### config.mk
export PLATFORM = sky130hd
export DESIGN_NAME = cursor_upd_latch
export DESIGN_NICKNAME = d
export VERILOG_FILES = /design/src/rtl/cur_pkg.sv /design/src/rtl/cur_arm_ctrl.sv /design/src/rtl/cur_reg_bank.sv /design/src/rtl/cur_shape.sv /design/src/rtl/cursor_upd_latch.sv
export SDC_FILE = /design/constraint.sdc
export NUM_CORES = 1
export LEC_CHECK = 0
export ABC_CLOCK_PERIOD_IN_PS = 2400
export BUFFER_PORTS_ARGS = -buffer_cell sky130_fd_sc_hd__buf_2
export CAP_MARGIN = 10
export CORE_MARGIN = 4
export CORE_UTILIZATION = 45
export CTS_BUF_LIST = sky130_fd_sc_hd__clkbuf_16
export DETAILED_ROUTE_END_ITERATION = 8
export HOLD_SLACK_MARGIN = 0.02
export PLACE_DENSITY = 0.67
export SETUP_SLACK_MARGIN = 0.1
export SYNTH_ARGS = -nofsm -noshare
export SYNTH_HDL_FRONTEND = slang
export SYNTH_SLANG_ARGS = --single-unit
### constraint.sdc
create_clock -name clk -period 2.4 [get_ports clk]
set_input_delay 0.48 -clock clk [delete_from_list [all_inputs] [get_ports clk]]
set_output_delay 0.48 -clock clk [all_outputs]
set_load 0.01 [all_outputs]
### src/rtl/cur_pkg.sv
// Package: shared register indices and field geometry for the cursor latch.
// Assumes four cursor registers addressed by a 2-bit select.
package cur_pkg;
    localparam int NREG   = 4;
    localparam int MODE_W = 2;

    typedef enum logic [1:0] {
        REG_CTL  = 2'd0,
        REG_POS  = 2'd1,
        REG_BASE = 2'd2,
        REG_SIZE = 2'd3
    } creg_e;
endpackage

### src/rtl/cur_arm_ctrl.sv
// Arming control: keeps the armed flag and a record of a control write seen
// since the last base write; decides the transfer strobe.
// Assumes one write per cycle; act_on_ref is the enable state that will be
// active after this cycle's transfer.
module cur_arm_ctrl
    import cur_pkg::*;
(
    input  logic  clk,
    input  logic  rst_n,
    input  logic  wr_en,
    input  creg_e wr_sel,
    input  logic  wr_mode_on,
    input  logic  act_on_ref,
    input  logic  vblank,
    output logic  armed,
    output logic  xfer
);
    logic ctl_seen;
    logic arm_hit;
    logic armed_nxt;

    assign xfer = vblank & armed;

    // Decide whether the current write arms the update.
    always_comb begin
        unique case (wr_sel)
            REG_BASE: arm_hit = 1'b1;
            REG_CTL:  arm_hit = wr_mode_on & ~act_on_ref;
            REG_POS:  arm_hit = ~ctl_seen;
            default:  arm_hit = 1'b0;
        endcase
    end

    // Next armed value: a write decides it outright; otherwise a transfer clears it.
    always_comb begin
        if (wr_en)
            armed_nxt = arm_hit;
        else if (xfer)
            armed_nxt = 1'b0;
        else
            armed_nxt = armed;
    end

    // Armed flag register.
    always_ff @(posedge clk) begin
        if (!rst_n)
            armed <= 1'b0;
        else
            armed <= armed_nxt;
    end

    // Remember a control write until the next base write.
    always_ff @(posedge clk) begin
        if (!rst_n)
            ctl_seen <= 1'b0;
        else if (wr_en && wr_sel == REG_CTL)
            ctl_seen <= 1'b1;
        else if (wr_en && wr_sel == REG_BASE)
            ctl_seen <= 1'b0;
    end

    p_base_arms_r3: assert property (@(posedge clk) disable iff (!rst_n)
        (wr_en && wr_sel == REG_BASE) |=> armed);

    p_size_cancels_r4: assert property (@(posedge clk) disable iff (!rst_n)
        (wr_en && wr_sel == REG_SIZE) |=> !armed);

    p_xfer_clears_r3: assert property (@(posedge clk) disable iff (!rst_n)
        (xfer && !wr_en) |=> !armed);

    p_pos_after_ctl_r6: assert property (@(posedge clk) disable iff (!rst_n)
        (wr_en && wr_sel == REG_POS && ctl_seen) |=> !armed);

    p_idle_hold_r10: assert property (@(posedge clk) disable iff (!rst_n)
        (!wr_en && !armed) |=> !armed);
endmodule

### src/rtl/cur_reg_bank.sv
// Register bank: one pending and one active copy per cursor register.
// Assumes xfer copies all pending values in one cycle, using the values held
// before any write in that same cycle.
module cur_reg_bank #(
    parameter int DW   = 32,
    parameter int NR   = 4,
    localparam int AW  = $clog2(NR)
) (
    input  logic                   clk,
    input  logic                   rst_n,
    input  logic                   wr_en,
    input  logic [AW-1:0]          wr_idx,
    input  logic [DW-1:0]          wr_data,
    input  logic                   xfer,
    output logic [NR-1:0][DW-1:0]  pend,
    output logic [NR-1:0][DW-1:0]  act
);
    for (genvar i = 0; i < NR; i++) begin : g_reg
        // Pending copy: takes the write addressed to it.
        always_ff @(posedge clk) begin
            if (!rst_n)
                pend[i] <= '0;
            else if (wr_en && wr_idx == AW'(i))
                pend[i] <= wr_data;
        end

        // Active copy: loads the pending value on a transfer.
        always_ff @(posedge clk) begin
            if (!rst_n)
                act[i] <= '0;
            else if (xfer)
                act[i] <= pend[i];
        end

        p_act_hold_r2: assert property (@(posedge clk) disable iff (!rst_n)
            !xfer |=> $stable(act[i]));

        p_xfer_copy_r3: assert property (@(posedge clk) disable iff (!rst_n)
            xfer |=> act[i] == $past(pend[i]));
    end
endmodule

### src/rtl/cur_shape.sv
// Shape decode: derives the active cursor height and the visible flag from
// the active control mode and size-control register.
// Assumes mode 1/2/3 select square sizes 64/128/256 and mode 0 means off.
module cur_shape
    import cur_pkg::*;
#(
    parameter int DW     = 32,
    parameter int HGT_W  = 8,
    parameter int SZ_EN  = 31
) (
    input  logic [MODE_W-1:0] mode,
    input  logic [DW-1:0]     size_reg,
    output logic [HGT_W-1:0]  height_m1,
    output logic              on
);
    logic [HGT_W-1:0] sq_m1;

    assign on = (mode != '0);

    // Square height for each mode.
    always_comb begin
        unique case (mode)
            2'd1:    sq_m1 = HGT_W'(63);
            2'd2:    sq_m1 = HGT_W'(127);
            2'd3:    sq_m1 = HGT_W'(255);
            default: sq_m1 = '0;
        endcase
    end

    // Non-square override from size-control.
    always_comb begin
        if (size_reg[SZ_EN])
            height_m1 = size_reg[HGT_W-1:0];
        else
            height_m1 = sq_m1;
    end
endmodule

### src/rtl/cursor_upd_latch.sv
// Top: cursor register interface with armed, vblank-synchronous transfer of
// pending register values into the active set used by scanout.
// Assumes single-cycle write strobes and a one-cycle vblank strobe.
module cursor_upd_latch
    import cur_pkg::*;
#(
    parameter int DW    = 32,
    parameter int HGT_W = 8,
    parameter int SZ_EN = 31,
    localparam int AW   = $clog2(NREG)
) (
    input  logic              clk,
    input  logic              rst_n,
    input  logic              wr_en,
    input  logic [AW-1:0]     wr_addr,
    input  logic [DW-1:0]     wr_data,
    input  logic              vblank,
    output logic [DW-1:0]     act_ctl,
    output logic [DW-1:0]     act_pos,
    output logic [DW-1:0]     act_base,
    output logic [DW-1:0]     act_size,
    output logic [HGT_W-1:0]  height_m1,
    output logic              cursor_on,
    output logic              upd_pending
);
    logic [NREG-1:0][DW-1:0] pend;
    logic [NREG-1:0][DW-1:0] act;
    logic                    xfer;
    logic                    act_on_ref;
    logic                    wr_mode_on;

    assign wr_mode_on = (wr_data[MODE_W-1:0] != '0);
    // Enable state that is active once this cycle's transfer (if any) lands.
    assign act_on_ref = xfer ? (pend[REG_CTL][MODE_W-1:0] != '0)
                             : (act[REG_CTL][MODE_W-1:0] != '0);

    cur_arm_ctrl u_arm (
        .clk        (clk),
        .rst_n      (rst_n),
        .wr_en      (wr_en),
        .wr_sel     (creg_e'(wr_addr)),
        .wr_mode_on (wr_mode_on),
        .act_on_ref (act_on_ref),
        .vblank     (vblank),
        .armed      (upd_pending),
        .xfer       (xfer)
    );

    cur_reg_bank #(.DW(DW), .NR(NREG)) u_bank (
        .clk     (clk),
        .rst_n   (rst_n),
        .wr_en   (wr_en),
        .wr_idx  (wr_addr),
        .wr_data (wr_data),
        .xfer    (xfer),
        .pend    (pend),
        .act     (act)
    );

    assign act_ctl  = act[REG_CTL];
    assign act_pos  = act[REG_POS];
    assign act_base = act[REG_BASE];
    assign act_size = act[REG_SIZE];

    cur_shape #(.DW(DW), .HGT_W(HGT_W), .SZ_EN(SZ_EN)) u_shape (
        .mode      (act_ctl[MODE_W-1:0]),
        .size_reg  (act_size),
        .height_m1 (height_m1),
        .on        (cursor_on)
    );

    p_enable_arms_r5: assert property (@(posedge clk) disable iff (!rst_n)
        (wr_en && wr_addr == AW'(REG_CTL) && wr_mode_on && !act_on_ref)
        |=> upd_pending);

    p_on_follows_ctl_r8: assert property (@(posedge clk) disable iff (!rst_n)
        !vblank |=> $stable(cursor_on));
endmodule

==> results of run 1 <==
==> sequential cells by signal (all words and copies together), names as in the netlist <==
| register | flops |
|---|---|
| u_bank.act | 128 |
| u_bank.pend | 128 |
| u_arm.armed | 1 |
| u_arm.ctl_seen | 1 |
==> cell families after synthesis <==
family	synth area share
flip-flops	0.571
AO/OA/AOI/OAI	0.151
buffers and inverters	0.0515
AND/OR/NAND/NOR	0.226
multiplexers	0.00125
==> per-layer routing <==
layer / vias up / track usage / share of wire
li1: 3975 / - / -
met1: 3610 / 0.296 / 0.47
met2: 208 / 0.323 / 0.44
met3: 38 / 0.0373 / 0.063
met4: 0 / 0.0554 / 0.021
met5: - / 0 / 0
==> power by group <==
group | internal [uW] | total (uW) | switching (uW)
registers | 4370 | 4410 | 45.6
clock network | 2350 | 3990 | 1640
logic | 129 | 444 | 316
total | 6840 | 8850 | 2000
==> layout make-up <==
type / count / area, sq um
inverter: 8 / 37.5
timing repair buffer: 197 / 1120
clock buffer: 27 / 676
sequential: 258 / 5160
fill: 1928 / 8670
antenna: 1 / 2.50
tap: 265 / 332
multi-input combinational: 800 / 3420
clock inverter: 21 / 169
==> critical path, stage by stage (launching register included) <==
cell	delay, ps
dfxtp_1	370
or2_2	300
nor2_1	290
a21oi_1	80
buf_2	160
==> path summary, 6_finish.rpt <==
| path | startpoint | to | slack, ps | cells after the start |
|---|---|---|---|---|
| worst max-delay path | u_bank.act[1]$_SDFFE_PN0P_ | height_m1[0] | 200 | 4 |
| worst min-delay path | wr_data[9] | u_bank.pend[9]$_SDFFE_PN0P_ | 260 | 3 |
| worst max register to register | u_arm.armed$_SDFFE_PN0P_ | u_bank.act[78]$_SDFFE_PN0P_ | 840 | 4 |
| worst min register to register | u_bank.pend[7]$_SDFFE_PN0P_ | u_bank.act[7]$_SDFFE_PN0P_ | 450 | 2 |
==> cell usage in the layout, fill, tap and decap left out <==
| master | n |
|---|---|
| nand2_1 | 514 |
| a21oi_1 | 263 |
| dfxtp_1 | 258 |
| buf_2 | 175 |
| clkbuf_16 | 27 |
| buf_4 | 16 |
| inv_1 | 11 |
| clkinv_1 | 8 |
| buf_12 | 6 |
| clkinv_2 | 5 |
| a211oi_1 | 3 |
| bufinv_16 | 3 |
| nor2_1 | 2 |
| o21ai_0 | 2 |
| and3b_1 | 2 |
| nand3b_1 | 2 |
| diode_2 | 1 |
| mux2_2 | 1 |
| or2_2 | 1 |
| and2_4 | 1 |
| nand2_4 | 1 |
| inv_8 | 1 |
| nor3b_4 | 1 |
| or3b_1 | 1 |
| and3_1 | 1 |
| nand3_1 | 1 |
| nor3_1 | 1 |
| nor4bb_1 | 1 |
| o22ai_1 | 1 |
| a22oi_1 | 1 |
| clkinv_4 | 1 |
==> stage by stage <==
step / hold slack (ps) / total power, uW / std cells / cell area (sq um)
3_3_place_gp: 437 / 4950 / 1528 / 10100
4_1_cts: 237 / 8920 / 1576 / 10900
5_1_grt: 249 / 9170 / 1577 / 10900
2_1_floorplan: 432 / 4770 / 1154 / 9040
3_5_place_dp: 442 / 4950 / 1528 / 10100
6_report: 259 / 8850 / 1577 / 10900
==> results.md, run 1 <==
* CTS clock-pin slew for the worst setup and hold paths at roughly 60 ps
* All-layer global routing usage at 0.207
* Vias in the first global route at around 7.3k
* Number of setup violations in the final report at 0
* Max_cap viols at 0
* Pin count of the biggest net entering global routing at 73
* Initial Util at 0.462
* Final setup TNS at 0 ps
* Worst VDD drop at 0.430 mV
* Post-Synthesis Net Count at roughly 1.2k
* Die width at 150 microns
* Hold Buf Count CTS at 0
* Site Rows at 51
* Min setup slack post-route at 205 ps
* Seq/Total Area, Yosys at 0.571
* IO Port Bufs at 175
* Wirelength per Cell at 15.2 microns
* Outcome: finished clean
* Post-CTS sizing at 0
* Final core utilization at 0.557
* DRC at 0
* Most frequent cell after synthesis: nand2_1
* Hold Crit Class: input pin to flop
* Vias at 7,831
* Worst setup SP type: flop
* DR pass1 iterations at 5
* Post-synth top flop: dfxtp_1
* GPL Wtd Cong at roughly 0.79
* Synth Warn # at 0
* WP data required at between 1500 and 2000 ps
* Mapped Cells at 1,154
* Via density at 4.97
* TritonCTS clock tree: yes
* Dpl ws at roughly 720 ps
* Worst Tran Pin Value at 519 ps
* Tmin final at 2200 ps
* Clk_lat worst skew at 520 ps
* Nets at 1,329
* Total CTS buffers at 26
* Global-route wire length before repair at 37,900 microns
* CORE AREA at 0.0196 sq mm
* CP max FO at 6
* RSZ-0062 raised after global routing: false
* IO Pins at 176
* Final hold viol count at 0
* Htree depth at 1
* Ratio of total power to cell area at 810 mW/mm^2
* Avg Inst Size Synth at slightly below 8 sq um
* Post-route clock period utilization at 0.915
* Synth Register Bits at 258
* Setup crit end kind: output pin
* Sink Count at 258
* Clk_skew at 8.57 ps
* Synth cell types at 26
* Post-synth EDFFs at 0
* Max Freq at roughly 460 MHz
* Share of layout cells above drive strength 1 at 0.182
* GRT overflow at 0
* Area share of the largest cell type after synthesis at 0.571
* Crit path kind: flop to output pin
* Iter 0 DRT Violations at 503
* Initial antenna violation count at 1
* WL final at 23,900 microns
* Fraction of registers with async set/reset at 0
* Slew HR at 0.654
* CP Data Arrival Time at 1720 ps
* List of most frequent post-synthesis cells: nand2_1, a21oi_1, dfxtp_1
* Yosys top cell by area: dfxtp_1
* Synthesized area at 0.00904 sq mm
* CTS Buffer Depth at 3
* Detail Route Antenna Nets at 0
* DP HPWL at around 16,000 microns
* Leakage at 0.00427 uW
* Synth-to-layout area growth at 20.8%
* Root cell of the clock tree: clkbuf_16
* Slew Viols, Final at 0
* Die ar. at 0.0224 sq mm
* Die height at 150 microns
* Setup bufs post-CTS at 0
* Top cells by area, synth: dfxtp_1, nand2_1, a21oi_1
Power figures use the tool's default switching activity.
==> run 2, diff against run 1 <==
--- a/config.mk
+++ b/config.mk
@@ -17,4 +17,5 @@
 export SETUP_SLACK_MARGIN = 0.1
 export SYNTH_ARGS = -nofsm -noshare
 export SYNTH_HDL_FRONTEND = slang
+export SYNTH_HIERARCHICAL = 1
 export SYNTH_SLANG_ARGS = --single-unit
==> results.md, run 2 <==
* Setup crit end kind: output pin
* Area share of the largest cell type after synthesis at 0.523
* Post-Layout Cell Count at 1,359
* Max_cap viols at 0
* Worst reg2reg setup slack at about 800 ps
* Hold_ws at 241 ps
* Die width at around 160 microns
* Tmin final at 2090 ps
* Clk_skew at 10.2 ps
* WP data required at 1920 ps
* DP HPWL at 14,500 microns
* Dpl ws at approximately 610 ps
* Most frequent cell after synthesis: dfxtp_1
* Via density at 4.79
* Area of the multi-input gates at 0.00418 sq mm
* GPL Wtd Cong at 0.774
* Reg2reg start: u_arm/armed$_SDFFE_PN0P_
* Post-route clock period utilization at 0.871
* Vias at 6,504
* Vias in the first global route at roughly 6.5k
* Overall power at roughly 8900 uW
* All-layer global routing usage at 0.176
* Total CTS buffers at 28
* Seq/Total Area, Yosys at 0.523
* WL final at 21,800 microns
* Top cells by area, synth: dfxtp_1, mux2i_1, nor2b_1
* Nets at 1,101
* TritonCTS clock tree: yes
* Antenna diodes at 0
* Detail Route Antenna Nets at 0
* Outcome: finished clean
* Crit-path cells: mux2_4 > buf_2
* Fraction of registers with async set/reset at 0
* Avg Inst Size Synth at between 10 and 15 sq um
* Worst Tran Pin Value at 479 ps
* Worst Setup SP: u_bank/act[127]$_SDFFE_PN0P_
* DRC at 0
* DR pass1 iterations at 4
* Die height at 156 microns
* Iter 0 DRT Violations at 323
* GRT overflow at 0
* Ratio of total power to cell area at 759 mW/mm^2
* Reg area at approximately 0.0052 sq mm
* CP Data Arrival Time at 1610 ps
* Synthesized area at 0.00987 sq mm
* Number of setup violations in the final report at 0
* Worst setup SP type: flop
* Crit path kind: flop to output pin
* Slew HR at 0.680
* Final hold viol count at 0
* Reg2reg end: u_arm/armed$_SDFFE_PN0P_
* Min setup slack post-route at 309 ps
* Pin count of the biggest net entering global routing at 48
* Synth-to-layout area growth at 18.7%
* Initial Util at 0.464
* Synth Warn # at 6
* Wirelength per Cell at 16.0 microns
* Inst Count DP at 1,308
* Crit path capture: height_m1[6]
* Sink Count at 258
* Post-synth EDFFs at 0
* Mapped Cells at 900
* Site Rows at 53
* Slew Viols, Final at 0
* Final setup TNS at 0 ps
* IO Pins at 176
* CTS clock-pin slew for the worst setup and hold paths at 60 ps
* Htree depth at 1
* IO Port Bufs at between 150 and 200
* Most frequent cells in the layout: dfxtp_1, mux2i_1, buf_2
* Clk_lat worst skew at 520 ps
* Yosys top cell by area: dfxtp_1
* List of most frequent post-synthesis cells: dfxtp_1, mux2i_1, nand2_1
* Setup bufs post-CTS at 0
* Synth Register Bits at between 200 and 300
* CP max FO at 12
* Most common cell after layout, fill and taps aside: dfxtp_1
* Biggest regs: u_bank/act x128, u_bank/pend x128
* Post-Synthesis Net Count at 938
* Die ar. at 0.0244 sq mm
* Root cell of the clock tree: clkbuf_16
* Max Freq at 478 MHz
* Worst R2R Path Depth at 6
* CORE AREA at 0.0213 sq mm
* Worst VDD drop at 0.506 mV
* Largest stage delay on the critical path at between 600 and 700 ps
* Share of layout cells above drive strength 1 at 0.222
* Hold Buf Count CTS at 0
* Leakage at 0.00521 uW
* Post-CTS sizing at 0
* Synth cell types at 27
* Global-route wire length before repair at approximately 35,000 microns
* RSZ-0062 raised after global routing: false
* Hold Crit Class: input pin to flop
* Post-synth top flop: dfxtp_1
* Slowest cell on crit path: dfxtp_1
* FILL cells at 1,920
* CTS Buffer Depth at 3
* Initial antenna violation count at 1
-- run 2: changes by cell type after synthesis, moves of 2 or more --
cell,before,now
a211oi_1,3,0
a21oi_1,263,8
and3b_1,2,0
buf_1,4,0
buf_12,0,3
buf_2,30,15
buf_4,10,6
buf_6,4,25
clkbuf_1,40,13
mux2i_1,0,256
nand2_1,515,163
nor2b_1,0,129
-- run 2: cell families (layout without fill, tap and decap cells) --
family	Yosys count	count (layout)	share of synthesized area
simple gates	304	304	0.154
mux	257	257	0.261
flops	258	258	0.523
compound gates	13	13	0.00735
buf+inv	68	252	0.0540
-- run 2: critical path: cells and delay by family, from the launching register on --
family                 cells  cell delay [ps]
flip-flops                 1              610
buffers and inverters      1              140
multiplexers               1              340
-- run 2: cell type report --
| class | instances | area share |
|---|---|---|
| clock buffer | 29 | 0.0619 |
| clock inverter | 22 | 0.0106 |
| inverter | 6 | 0.00192 |
| multi-input combinational | 574 | 0.357 |
| sequential | 258 | 0.441 |
| tap | 275 | 0.0294 |
| timing repair buffer | 195 | 0.0988 |
-- run 2: metal layers --
metal  vias up  global-route usage  routed length, microns
li1       3313                   -                       -
met1      3014               0.241                   10300
met2       136               0.280                    9740
met3        39              0.0474                    1390
met4         2              0.0364                     369
met5         -                   0                       7
-- run 2: worst min path at each step --
stage | startpoint | to | cells after the start
2_1_floorplan | u_bank/pend[10]$_SDFFE_PN0P_ | u_bank/pend[10]$_SDFFE_PN0P_ | 2
3_3_place_gp | u_bank/pend[12]$_SDFFE_PN0P_ | u_bank/pend[12]$_SDFFE_PN0P_ | 2
3_5_place_dp | u_bank/pend[27]$_SDFFE_PN0P_ | u_bank/pend[27]$_SDFFE_PN0P_ | 2
4_1_cts | wr_en | u_arm/armed$_SDFFE_PN0P_ | 2
5_1_grt | wr_en | u_arm/armed$_SDFFE_PN0P_ | 2
6_report | wr_en | u_arm/armed$_SDFFE_PN0P_ | 2
-- run 2: per-stage QoR --
stage	utilization	instance area, sq um
6_report	0.551	11700
3_5_place_dp	0.511	10900
5_1_grt	0.551	11700
4_1_cts	0.551	11700
3_3_place_gp	0.511	10900
2_1_floorplan	-	9870
-- run 2: report_power, final --
group / total, uW / internal, uW / leakage (uW) / switching, uW
Sequential: 4420 / 4380 / 0.00209 / 47.7
Combinational: 525 / 234 / 0.00269 / 291
Clock: 3940 / 2280 / 0.000431 / 1670
